<file path="src/rtl/exu_pkg.sv">
package exu_pkg;

    localparam int INSN_W = 32;
    localparam int OP_W   = 6;
    localparam int FN_W   = 6;
    localparam int REG_W  = 5;
    localparam int SA_W   = 5;
    localparam int IMM_W  = 16;

    localparam logic [OP_W-1:0] OP_REG   = 6'h00;
    localparam logic [OP_W-1:0] OP_ADDI  = 6'h08;
    localparam logic [OP_W-1:0] OP_ADDIU = 6'h09;
    localparam logic [OP_W-1:0] OP_ANDI  = 6'h0c;
    localparam logic [OP_W-1:0] OP_ORI   = 6'h0d;
    localparam logic [OP_W-1:0] OP_XORI  = 6'h0e;
    localparam logic [OP_W-1:0] OP_LUI   = 6'h0f;

    localparam logic [FN_W-1:0] FN_SLL  = 6'h00;
    localparam logic [FN_W-1:0] FN_SRL  = 6'h02;
    localparam logic [FN_W-1:0] FN_SRA  = 6'h03;
    localparam logic [FN_W-1:0] FN_SLLV = 6'h04;
    localparam logic [FN_W-1:0] FN_SRLV = 6'h06;
    localparam logic [FN_W-1:0] FN_SRAV = 6'h07;
    localparam logic [FN_W-1:0] FN_ADD  = 6'h20;
    localparam logic [FN_W-1:0] FN_ADDU = 6'h21;
    localparam logic [FN_W-1:0] FN_SUB  = 6'h22;
    localparam logic [FN_W-1:0] FN_SUBU = 6'h23;
    localparam logic [FN_W-1:0] FN_AND  = 6'h24;
    localparam logic [FN_W-1:0] FN_OR   = 6'h25;
    localparam logic [FN_W-1:0] FN_XOR  = 6'h26;
    localparam logic [FN_W-1:0] FN_NOR  = 6'h27;

    typedef enum logic [3:0] {
        K_NONE, K_ADD, K_SUB, K_AND, K_OR, K_XOR, K_NOR,
        K_SHL, K_SHR, K_SHRA, K_LUI
    } op_kind_e;

    typedef enum logic [1:0] {
        B_REG, B_SEXT, B_ZEXT
    } bsel_e;

    typedef struct packed {
        op_kind_e kind;
        bsel_e    bsel;
        logic     var_amt;
        logic     traps;
        logic     dest_rt;
        logic     legal;
    } ctl_t;

endpackage

</file>
<file path="src/rtl/exu_decode.sv">
module exu_decode
    import exu_pkg::*;
(
    input  logic [OP_W-1:0] op_i,
    input  logic [FN_W-1:0] fn_i,
    input  logic            rs_zero_i,
    input  logic            sa_zero_i,
    output ctl_t            ctl_o
);

    always_comb begin
        ctl_o         = '0;
        ctl_o.kind    = K_NONE;
        ctl_o.bsel    = B_REG;
        unique case (op_i)
            OP_REG: begin
                ctl_o.legal = sa_zero_i;
                unique case (fn_i)
                    FN_ADD:  begin ctl_o.kind = K_ADD; ctl_o.traps = 1'b1; end
                    FN_ADDU: ctl_o.kind = K_ADD;
                    FN_SUB:  begin ctl_o.kind = K_SUB; ctl_o.traps = 1'b1; end
                    FN_SUBU: ctl_o.kind = K_SUB;
                    FN_AND:  ctl_o.kind = K_AND;
                    FN_OR:   ctl_o.kind = K_OR;
                    FN_XOR:  ctl_o.kind = K_XOR;
                    FN_NOR:  ctl_o.kind = K_NOR;
                    FN_SLL:  begin ctl_o.kind = K_SHL;  ctl_o.legal = rs_zero_i; end
                    FN_SRL:  begin ctl_o.kind = K_SHR;  ctl_o.legal = rs_zero_i; end
                    FN_SRA:  begin ctl_o.kind = K_SHRA; ctl_o.legal = rs_zero_i; end
                    FN_SLLV: begin ctl_o.kind = K_SHL;  ctl_o.var_amt = 1'b1; end
                    FN_SRLV: begin ctl_o.kind = K_SHR;  ctl_o.var_amt = 1'b1; end
                    FN_SRAV: begin ctl_o.kind = K_SHRA; ctl_o.var_amt = 1'b1; end
                    default: ctl_o.legal = 1'b0;
                endcase
            end
            OP_ADDI: begin
                ctl_o = '{kind: K_ADD, bsel: B_SEXT, var_amt: 1'b0, traps: 1'b1,
                          dest_rt: 1'b1, legal: 1'b1};
            end
            OP_ADDIU: begin
                ctl_o = '{kind: K_ADD, bsel: B_SEXT, var_amt: 1'b0, traps: 1'b0,
                          dest_rt: 1'b1, legal: 1'b1};
            end
            OP_ANDI: begin
                ctl_o = '{kind: K_AND, bsel: B_ZEXT, var_amt: 1'b0, traps: 1'b0,
                          dest_rt: 1'b1, legal: 1'b1};
            end
            OP_ORI: begin
                ctl_o = '{kind: K_OR, bsel: B_ZEXT, var_amt: 1'b0, traps: 1'b0,
                          dest_rt: 1'b1, legal: 1'b1};
            end
            OP_XORI: begin
                ctl_o = '{kind: K_XOR, bsel: B_ZEXT, var_amt: 1'b0, traps: 1'b0,
                          dest_rt: 1'b1, legal: 1'b1};
            end
            OP_LUI: begin
                ctl_o = '{kind: K_LUI, bsel: B_ZEXT, var_amt: 1'b0, traps: 1'b0,
                          dest_rt: 1'b1, legal: rs_zero_i};
            end
            default: ctl_o.legal = 1'b0;
        endcase
        if (!ctl_o.legal) begin
            ctl_o.kind  = K_NONE;
            ctl_o.traps = 1'b0;
        end
    end

endmodule

</file>
<file path="src/rtl/exu_addsub.sv">
module exu_addsub #(
    parameter int W = 32
) (
    input  logic [W-1:0] a_i,
    input  logic [W-1:0] b_i,
    input  logic         sub_i,
    output logic [W-1:0] sum_o,
    output logic         carry_o,
    output logic         sovf_o
);

    logic [W-1:0] bx;
    logic [W-1:0] low;
    logic [1:0]   top;

    always_comb begin
        bx  = sub_i ? ~b_i : b_i;
        // low part: bits below the MSB, with the MSB position catching their carry
        low = {1'b0, a_i[W-2:0]} + {1'b0, bx[W-2:0]} + W'(sub_i);
        top = {1'b0, a_i[W-1]} + {1'b0, bx[W-1]} + {1'b0, low[W-1]};
        sum_o   = {top[0], low[W-2:0]};
        carry_o = top[1];
        sovf_o  = low[W-1] ^ top[1];
    end

endmodule

</file>
<file path="src/rtl/exu_shifter.sv">
module exu_shifter #(
    parameter int W = 32
) (
    input  logic [W-1:0]         val_i,
    input  logic [$clog2(W)-1:0] amt_i,
    input  logic                 left_i,
    input  logic                 arith_i,
    output logic [W-1:0]         out_o
);

    localparam int STAGES = $clog2(W);

    logic [W-1:0] lst [STAGES+1];
    logic [W-1:0] rst [STAGES+1];
    logic         fill;

    assign fill   = arith_i & val_i[W-1];
    assign lst[0] = val_i;
    assign rst[0] = val_i;

    for (genvar i = 0; i < STAGES; i++) begin : g_stage
        localparam int STEP = 1 << i;
        assign lst[i+1] = amt_i[i] ? {lst[i][W-1-STEP:0], {STEP{1'b0}}} : lst[i];
        assign rst[i+1] = amt_i[i] ? {{STEP{fill}}, rst[i][W-1:STEP]} : rst[i];
    end

    assign out_o = left_i ? lst[STAGES] : rst[STAGES];

endmodule

</file>
<file path="src/rtl/int_exec_stage.sv">
module int_exec_stage
    import exu_pkg::*;
#(
    parameter int XLEN = 32
) (
    input  logic             clk,
    input  logic             rst_n,
    input  logic [31:0]      instr_i,
    input  logic [XLEN-1:0]  src_a_i,
    input  logic [XLEN-1:0]  src_b_i,
    output logic [XLEN-1:0]  result_o,
    output logic [REG_W-1:0] dest_o,
    output logic             wr_en_o,
    output logic             ovf_trap_o,
    output logic             carry_o,
    output logic             sovf_o,
    output logic             illegal_o
);

    localparam int SHW = $clog2(XLEN);

    typedef struct packed {
        logic [XLEN-1:0]  result;
        logic [REG_W-1:0] dest;
        logic             wen;
        logic             trap;
        logic             carry;
        logic             sovf;
        logic             illegal;
    } exo_t;

    logic [OP_W-1:0]  op_f;
    logic [REG_W-1:0] rs_f, rt_f, rd_f;
    logic [SA_W-1:0]  sa_f;
    logic [FN_W-1:0]  fn_f;
    logic [IMM_W-1:0] imm_f;

    assign op_f  = instr_i[31:26];
    assign rs_f  = instr_i[25:21];
    assign rt_f  = instr_i[20:16];
    assign rd_f  = instr_i[15:11];
    assign sa_f  = instr_i[10:6];
    assign fn_f  = instr_i[5:0];
    assign imm_f = instr_i[15:0];

    ctl_t ctl;

    exu_decode u_dec (
        .op_i      (op_f),
        .fn_i      (fn_f),
        .rs_zero_i (rs_f == '0),
        .sa_zero_i (sa_f == '0),
        .ctl_o     (ctl)
    );

    logic [XLEN-1:0] b_opnd;
    always_comb begin
        unique case (ctl.bsel)
            B_SEXT:  b_opnd = {{(XLEN-IMM_W){imm_f[IMM_W-1]}}, imm_f};
            B_ZEXT:  b_opnd = {{(XLEN-IMM_W){1'b0}}, imm_f};
            default: b_opnd = src_b_i;
        endcase
    end

    logic [XLEN-1:0] sum;
    logic            add_c, add_v;

    exu_addsub #(.W(XLEN)) u_add (
        .a_i     (src_a_i),
        .b_i     (b_opnd),
        .sub_i   (ctl.kind == K_SUB),
        .sum_o   (sum),
        .carry_o (add_c),
        .sovf_o  (add_v)
    );

    logic [SHW-1:0]  amt;
    logic [XLEN-1:0] shifted;

    assign amt = ctl.var_amt ? src_a_i[SHW-1:0] : SHW'(sa_f);

    exu_shifter #(.W(XLEN)) u_shf (
        .val_i   (src_b_i),
        .amt_i   (amt),
        .left_i  (ctl.kind == K_SHL),
        .arith_i (ctl.kind == K_SHRA),
        .out_o   (shifted)
    );

    exo_t out_d, out_q;
    logic arith;

    always_comb begin
        out_d = '0;
        arith = (ctl.kind == K_ADD) || (ctl.kind == K_SUB);
        unique case (ctl.kind)
            K_ADD, K_SUB:        out_d.result = sum;
            K_AND:               out_d.result = src_a_i & b_opnd;
            K_OR:                out_d.result = src_a_i | b_opnd;
            K_XOR:               out_d.result = src_a_i ^ b_opnd;
            K_NOR:               out_d.result = ~(src_a_i | b_opnd);
            K_SHL, K_SHR, K_SHRA: out_d.result = shifted;
            K_LUI:               out_d.result = {imm_f, {(XLEN-IMM_W){1'b0}}};
            default:             out_d.result = '0;
        endcase
        out_d.illegal = !ctl.legal;
        if (ctl.legal) begin
            out_d.dest  = ctl.dest_rt ? rt_f : rd_f;
            out_d.carry = arith & add_c;
            out_d.sovf  = arith & add_v;
            out_d.trap  = arith & ctl.traps & add_v;
            out_d.wen   = (out_d.dest != '0) && !out_d.trap;
        end
    end

    always_ff @(posedge clk) begin
        if (!rst_n) out_q <= '0;
        else        out_q <= out_d;
    end

    assign result_o   = out_q.result;
    assign dest_o     = out_q.dest;
    assign wr_en_o    = out_q.wen;
    assign ovf_trap_o = out_q.trap;
    assign carry_o    = out_q.carry;
    assign sovf_o     = out_q.sovf;
    assign illegal_o  = out_q.illegal;

    // marks cycles whose outputs come from inputs sampled after reset
    logic live_q;
    always_ff @(posedge clk) begin
        if (!rst_n) live_q <= 1'b0;
        else        live_q <= 1'b1;
    end

    a_r2_addu_wraps: assert property (@(posedge clk) disable iff (!rst_n || !live_q)
        ($past(instr_i[31:26]) == 6'h00 && $past(instr_i[10:0]) == 11'h021)
        |-> (result_o == XLEN'($past(src_a_i) + $past(src_b_i)) && !ovf_trap_o));

    a_r3_trap_no_write: assert property (@(posedge clk) disable iff (!rst_n)
        ovf_trap_o |-> (!wr_en_o && sovf_o && !illegal_o));

    a_r9_lui_low_zero: assert property (@(posedge clk) disable iff (!rst_n || !live_q)
        ($past(instr_i[31:21]) == 11'h1e0)
        |-> (result_o[IMM_W-1:0] == '0 && result_o[XLEN-1:XLEN-IMM_W] == $past(instr_i[15:0])));

    a_r10_no_write_r0: assert property (@(posedge clk) disable iff (!rst_n)
        wr_en_o |-> (dest_o != '0));

    a_r11_illegal_quiet: assert property (@(posedge clk) disable iff (!rst_n)
        illegal_o |-> (!wr_en_o && !ovf_trap_o && !carry_o && !sovf_o));

    a_r1_imm_dest_rt: assert property (@(posedge clk) disable iff (!rst_n || !live_q)
        ($past(instr_i[31:26]) == 6'h09) |-> (dest_o == $past(instr_i[20:16])));

endmodule

</file>
<file path="config.mk">
export PLATFORM = sky130hd
export DESIGN_NAME = int_exec_stage
export DESIGN_NICKNAME = d
export VERILOG_FILES = /design/src/rtl/exu_pkg.sv /design/src/rtl/exu_decode.sv /design/src/rtl/exu_addsub.sv /design/src/rtl/exu_shifter.sv /design/src/rtl/int_exec_stage.sv
export SDC_FILE = /design/constraint.sdc
export NUM_CORES = 1
export LEC_CHECK = 0
export ABC_AREA = 1
export ABC_CLOCK_PERIOD_IN_PS = 10400
export BUFFER_PORTS_ARGS = -buffer_cell sky130_fd_sc_hd__buf_2
export CAP_MARGIN = 25
export CORE_ASPECT_RATIO = 2
export CORE_UTILIZATION = 50
export CTS_BUF_LIST = sky130_fd_sc_hd__clkbuf_4 sky130_fd_sc_hd__clkbuf_8
export DETAILED_ROUTE_END_ITERATION = 10
export GPL_ROUTABILITY_DRIVEN = 0
export GPL_TIMING_DRIVEN = 0
export PLACE_DENSITY_LB_ADDON = 0.05
export SLEW_MARGIN = 5
export SYNTH_ARGS = -nofsm -noshare
export SYNTH_HDL_FRONTEND = slang
export SYNTH_SLANG_ARGS = --single-unit
</file>
<file path="constraint.sdc">
create_clock -name clk -period 10.4 [get_ports clk]
set_clock_uncertainty 0.2 [all_clocks]
set_input_delay 2.08 -clock clk [delete_from_list [all_inputs] [get_ports clk]]
set_output_delay 2.08 -clock clk [all_outputs]
set_load 0.01 [all_outputs]
</file>
==> results of run 1 <==
-- stage by stage --
stage,hold slack (ns),std cells,util,worst slack (ns),instance area (sq um)
3_3_place_gp,2.166,2173,0.5631,3.230,10860
2_1_floorplan,2.041,1776,-,4.338,9841
3_5_place_dp,2.168,2173,0.5631,3.185,10860
4_1_cts,1.856,2181,0.5679,3.468,10950
-- kinds of logic after synthesis --
| logic type | count (synthesis) | share of synthesized area |
|---|---|---|
| DFF | 42 | 0.08544 |
| adders and majority gates | 99 | 0.1274 |
| muxes | 5 | 0.005086 |
| AOI/OAI and AO/OA | 434 | 0.2523 |
| buffers and inverters | 306 | 0.1247 |
| and+or+nand+nor | 853 | 0.3722 |
| xor gates and xnor gates | 37 | 0.03293 |
-- cell usage after synthesis, drive strengths merged, types with 7 or more instances --
cell type	number	share of area
nand2	516	0.20
o21ai	225	0.12
inv	212	0.081
nand3	165	0.084
a21oi	108	0.055
nor2	102	0.044
ha	97	0.12
clkbuf	49	0.019
buf	43	0.024
dfxtp	42	0.085
xor2	34	0.030
o211ai	27	0.021
a22oi	19	0.014
and2	19	0.012
or2	19	0.012
nand4	13	0.0083
nor3	11	0.0056
a211oi	7	0.0053
o21a	7	0.0053
-- metal layers --
metal | GRT overflow | GRT usage
met1 | 0 | 0.6717
met2 | 135 | 0.8841
met3 | 0 | 0.4574
met4 | 83 | 0.6920
met5 | 0 | 0.1462
==> run summary, run 1 <==
Number of buffers added on ports: 138
Vias in the first global route: 15,051
First-pass GRT wire length: 103,700 microns
Syn Nets: 1,973
Main synth FF type: dfxtp_1
Post-DP HPWL: 43,930 microns
Fail Step: 5_1_grt
H-tree Lvls: 2
Mapped Area: 0.009841 sq mm
EDFF count, synth: 0
Chip width: 101.2 microns
Initial Util: 0.5104
Sequential cell area fraction in the yosys report: 0.08544
Outcome: did not finish
Ys async rst share: 0
Post-CTS Hold Buffers: 0
Num CTS Buffers: 5
IO Pins: 140
Largest net degree at the start of global routing: 16
Synth Instances: 1,776
Synth warn: 0
Grt ovf: 218
Die Ht: 200.4 microns
Clk sinks: 42
Err: [ERROR GRT-0116] Global routing finished with congestion. Check the congestion regions in the DRC Viewer.
Clock Tree Buf Depth: 2
Yosys reg bits: 42
Post-Syn Area per Cell: 5.541 sq um
Post-CTS sizing: 0
FP Rows: 72
Library cells used by synthesis: 58
GRT Util Overall: 0.6785
CTS root buffer: clkbuf_8
Setup Fix Bufs, Post-CTS: 0
==> run 2, diff against run 1 <==
Settings changed: CORE_ASPECT_RATIO 2 to not set, CORE_UTILIZATION 50 to 35, CTS_BUF_LIST sky130_fd_sc_hd__clkbuf_4 sky130_fd_sc_hd__clkbuf_8 to not set, PLACE_DENSITY_LB_ADDON 0.05 to 0.15.
==> run summary, run 2 <==
Total negative slack: 0 ns
Setup CP Type: input pin to register
Final ANT Viol Nets: 0
CTS tree: yes
Max Cap Viol: 0
GRT Util Overall: 0.3422
Post-CTS Hold Buffers: 0
Critical Path Start: instr_i[31]
Outcome: complete, no violations
Layout cells sized above 1: 0.1124
Sequential cell area fraction in the yosys report: 0.08544
Vias: 13,196
Final Non-Filler Cells: 2,300
Die area: 0.02879 sq mm
Syn Nets: 1,973
Final net count: 2,118
Critical path destination: result_o[30]
Drt total wl: 49,520 microns
Simple-gate share of the synthesized area: 0.3722
Commonest non-fill, non-tap cell in the layout: nand2_1
Placed cell count: 2,292
Final Hold Viols: 0
Synth top area cells: nand2_1, ha_1, o21ai_0
First-iteration detailed-routing DRC count: 1,655
Die Ht: 169.7 microns
First-pass GRT wire length: 73,950 microns
Dpl ws: 3.056 ns
CP Capture Type: register
Leakage power: 5.741 nW
Clock Pin Slew Worst Setup and Hold Paths: 0.07 ns
Setup Fix Bufs, Post-CTS: 0
Main synth FF type: dfxtp_1
Mapped Area: 0.009841 sq mm
Minimum clock period: 7.234 ns
CTS root buffer: clkbuf_16
DR DRC count: 0
Post-route setup slack: 3.166 ns
Num CTS Buffers: 5
Post-DP HPWL: 40,970 microns
Yosys reg bits: 42
Synth Instances: 1,776
Ys async rst share: 0
Adder-cell share of the synthesized area: 0.1274
PwrDens: 71.63 mW/mm^2
EDFF count, synth: 0
Chip width: 169.7 microns
Grt ovf: 0
Post-Syn Area per Cell: 5.541 sq um
RSZ-0062 raised after global routing: no
Wire per inst: 21.53 microns
Synth Area in Compound Gates: 0.2523
N_diodes: 0
Crit start category: input pin
Largest net degree at the start of global routing: 17
Number of buffers added on ports: 138
Final setup vio count: 0
Largest family of logic cells by synthesized area: simple AND/OR/NAND/NOR gates
Vias in the first global route: 12,183
Core ar.: 0.02771 sq mm
Max FFs per register: 32
Worst EP required: 10.40 ns
Synth warn: 0
Tot Pwr: 0.7992 mW
Post-CTS sizing: 0
Max Clock Freq: 138.2 MHz
Library cells used by synthesis: 58
Initial Util: 0.3552
Clk sinks: 42
Period Utilization, post-route: 0.6956
Most instantiated cells after synthesis: nand2_1, inv_1, o21ai_0
Arrival time worst endpoint: 7.23 ns
Slew margin rel.: 0.3791
Most frequent cells in the layout: nand2_1, inv_1, o21ai_0
H-tree Lvls: 2
Max rail drop VDD: 0.06415 mV
IO Pins: 140
Crit Path Max Fanout: 10
Top-count cell post-synth: nand2_1
Hold WS: 1.868 ns
Post-synth top area share: 0.1938
Final Max Slew Viols: 0
Post-Synth XOR/XNOR Area: 0.03293
Mux cell area share after synthesis: 0.005086
TritonRoute pass-1 iters: 6
Area Growth Syn to Fin: 13.38%
FP Rows: 61
HP Class: input pin to register
Clock Tree Buf Depth: 2
Antenna violations before repair: 0
Worst-margin pin slew: 0.9216 ns
Area leader, netlist: nand2_1
DR vias/cell: 5.737
run 2: logic make-up after synthesis:
logic type	count (synthesis)
AO/OA/AOI/OAI	434
multiplexers	5
flip-flops	42
AND/OR/NAND/NOR	853
buffers and inverters	306
adder cells (fa/ha/maj)	99
XOR/XNOR	37
run 2: metrics by stage:
stage,util,cell area (sq um)
2_1_floorplan,-,9841
3_3_place_gp,0.3972,11000
3_5_place_dp,0.3972,11000
4_1_cts,0.4027,11160
5_1_grt,0.4027,11160
6_report,0.4027,11160
run 2: worst min-delay path by stage:
stage	start	to	slack [ns]	depth (start not counted)
after floorplan	instr_i[12]	dest_o[1]	2.04	2
after global placement	instr_i[16]	dest_o[0]	2.16	3
after global routing	instr_i[16]	dest_o[0]	1.87	3
after detailed placement	instr_i[16]	dest_o[0]	2.15	3
after CTS	instr_i[16]	dest_o[0]	1.85	3
final	instr_i[16]	dest_o[0]	1.87	3
run 2: report_power, final:
group / switching, mW / internal, mW
logic: 0.322 / 0.139
registers: 0.000256 / 0.162
clock network: 0.0847 / 0.0921
run 2: final cells by class:
class	instances	area, sq um
well taps	378	473.0
repair buffers	138	690.7
flip-flops and latches	42	840.8
inverters	214	803.3
clock buffers	5	125.1
multi-input cells	1428	7772
fillers	3159	16550
plain buffers	92	424.2
clock inverters	3	27.53
run 2: routing by layer:
metal | share of wire | routed length, microns | GRT usage
met1 | 0.41 | 20510 | 0.4571
met2 | 0.41 | 20540 | 0.5276
met3 | 0.13 | 6319 | 0.08256
met4 | 0.043 | 2154 | 0.1293
met5 | 0 | 0 | 0
run 2: critical path: stages:
cell and delay (ns):
buf_2 0.11, nor2_2 0.17, nand3_1 0.12, nor2_1 0.16
inv_1 0.08, ha_1 0.27, clkbuf_1 0.32, inv_1 0.19
nand2_1 0.19, clkbuf_1 0.28, o21ai_0 0.34, xor2_1 0.26
ha_1 0.39, a21oi_1 0.24, inv_1 0.06, a21oi_1 0.17
nor2_1 0.06, nor2_1 0.09, nand3_1 0.15, nand2_1 0.09
o211ai_1 0.12, nand2_1 0.10, nand3_1 0.08, o21ai_0 0.73
nand3b_1 0.21, nand2_1 0.12, inv_1 0.05
Power figures use the tool's default switching activity.
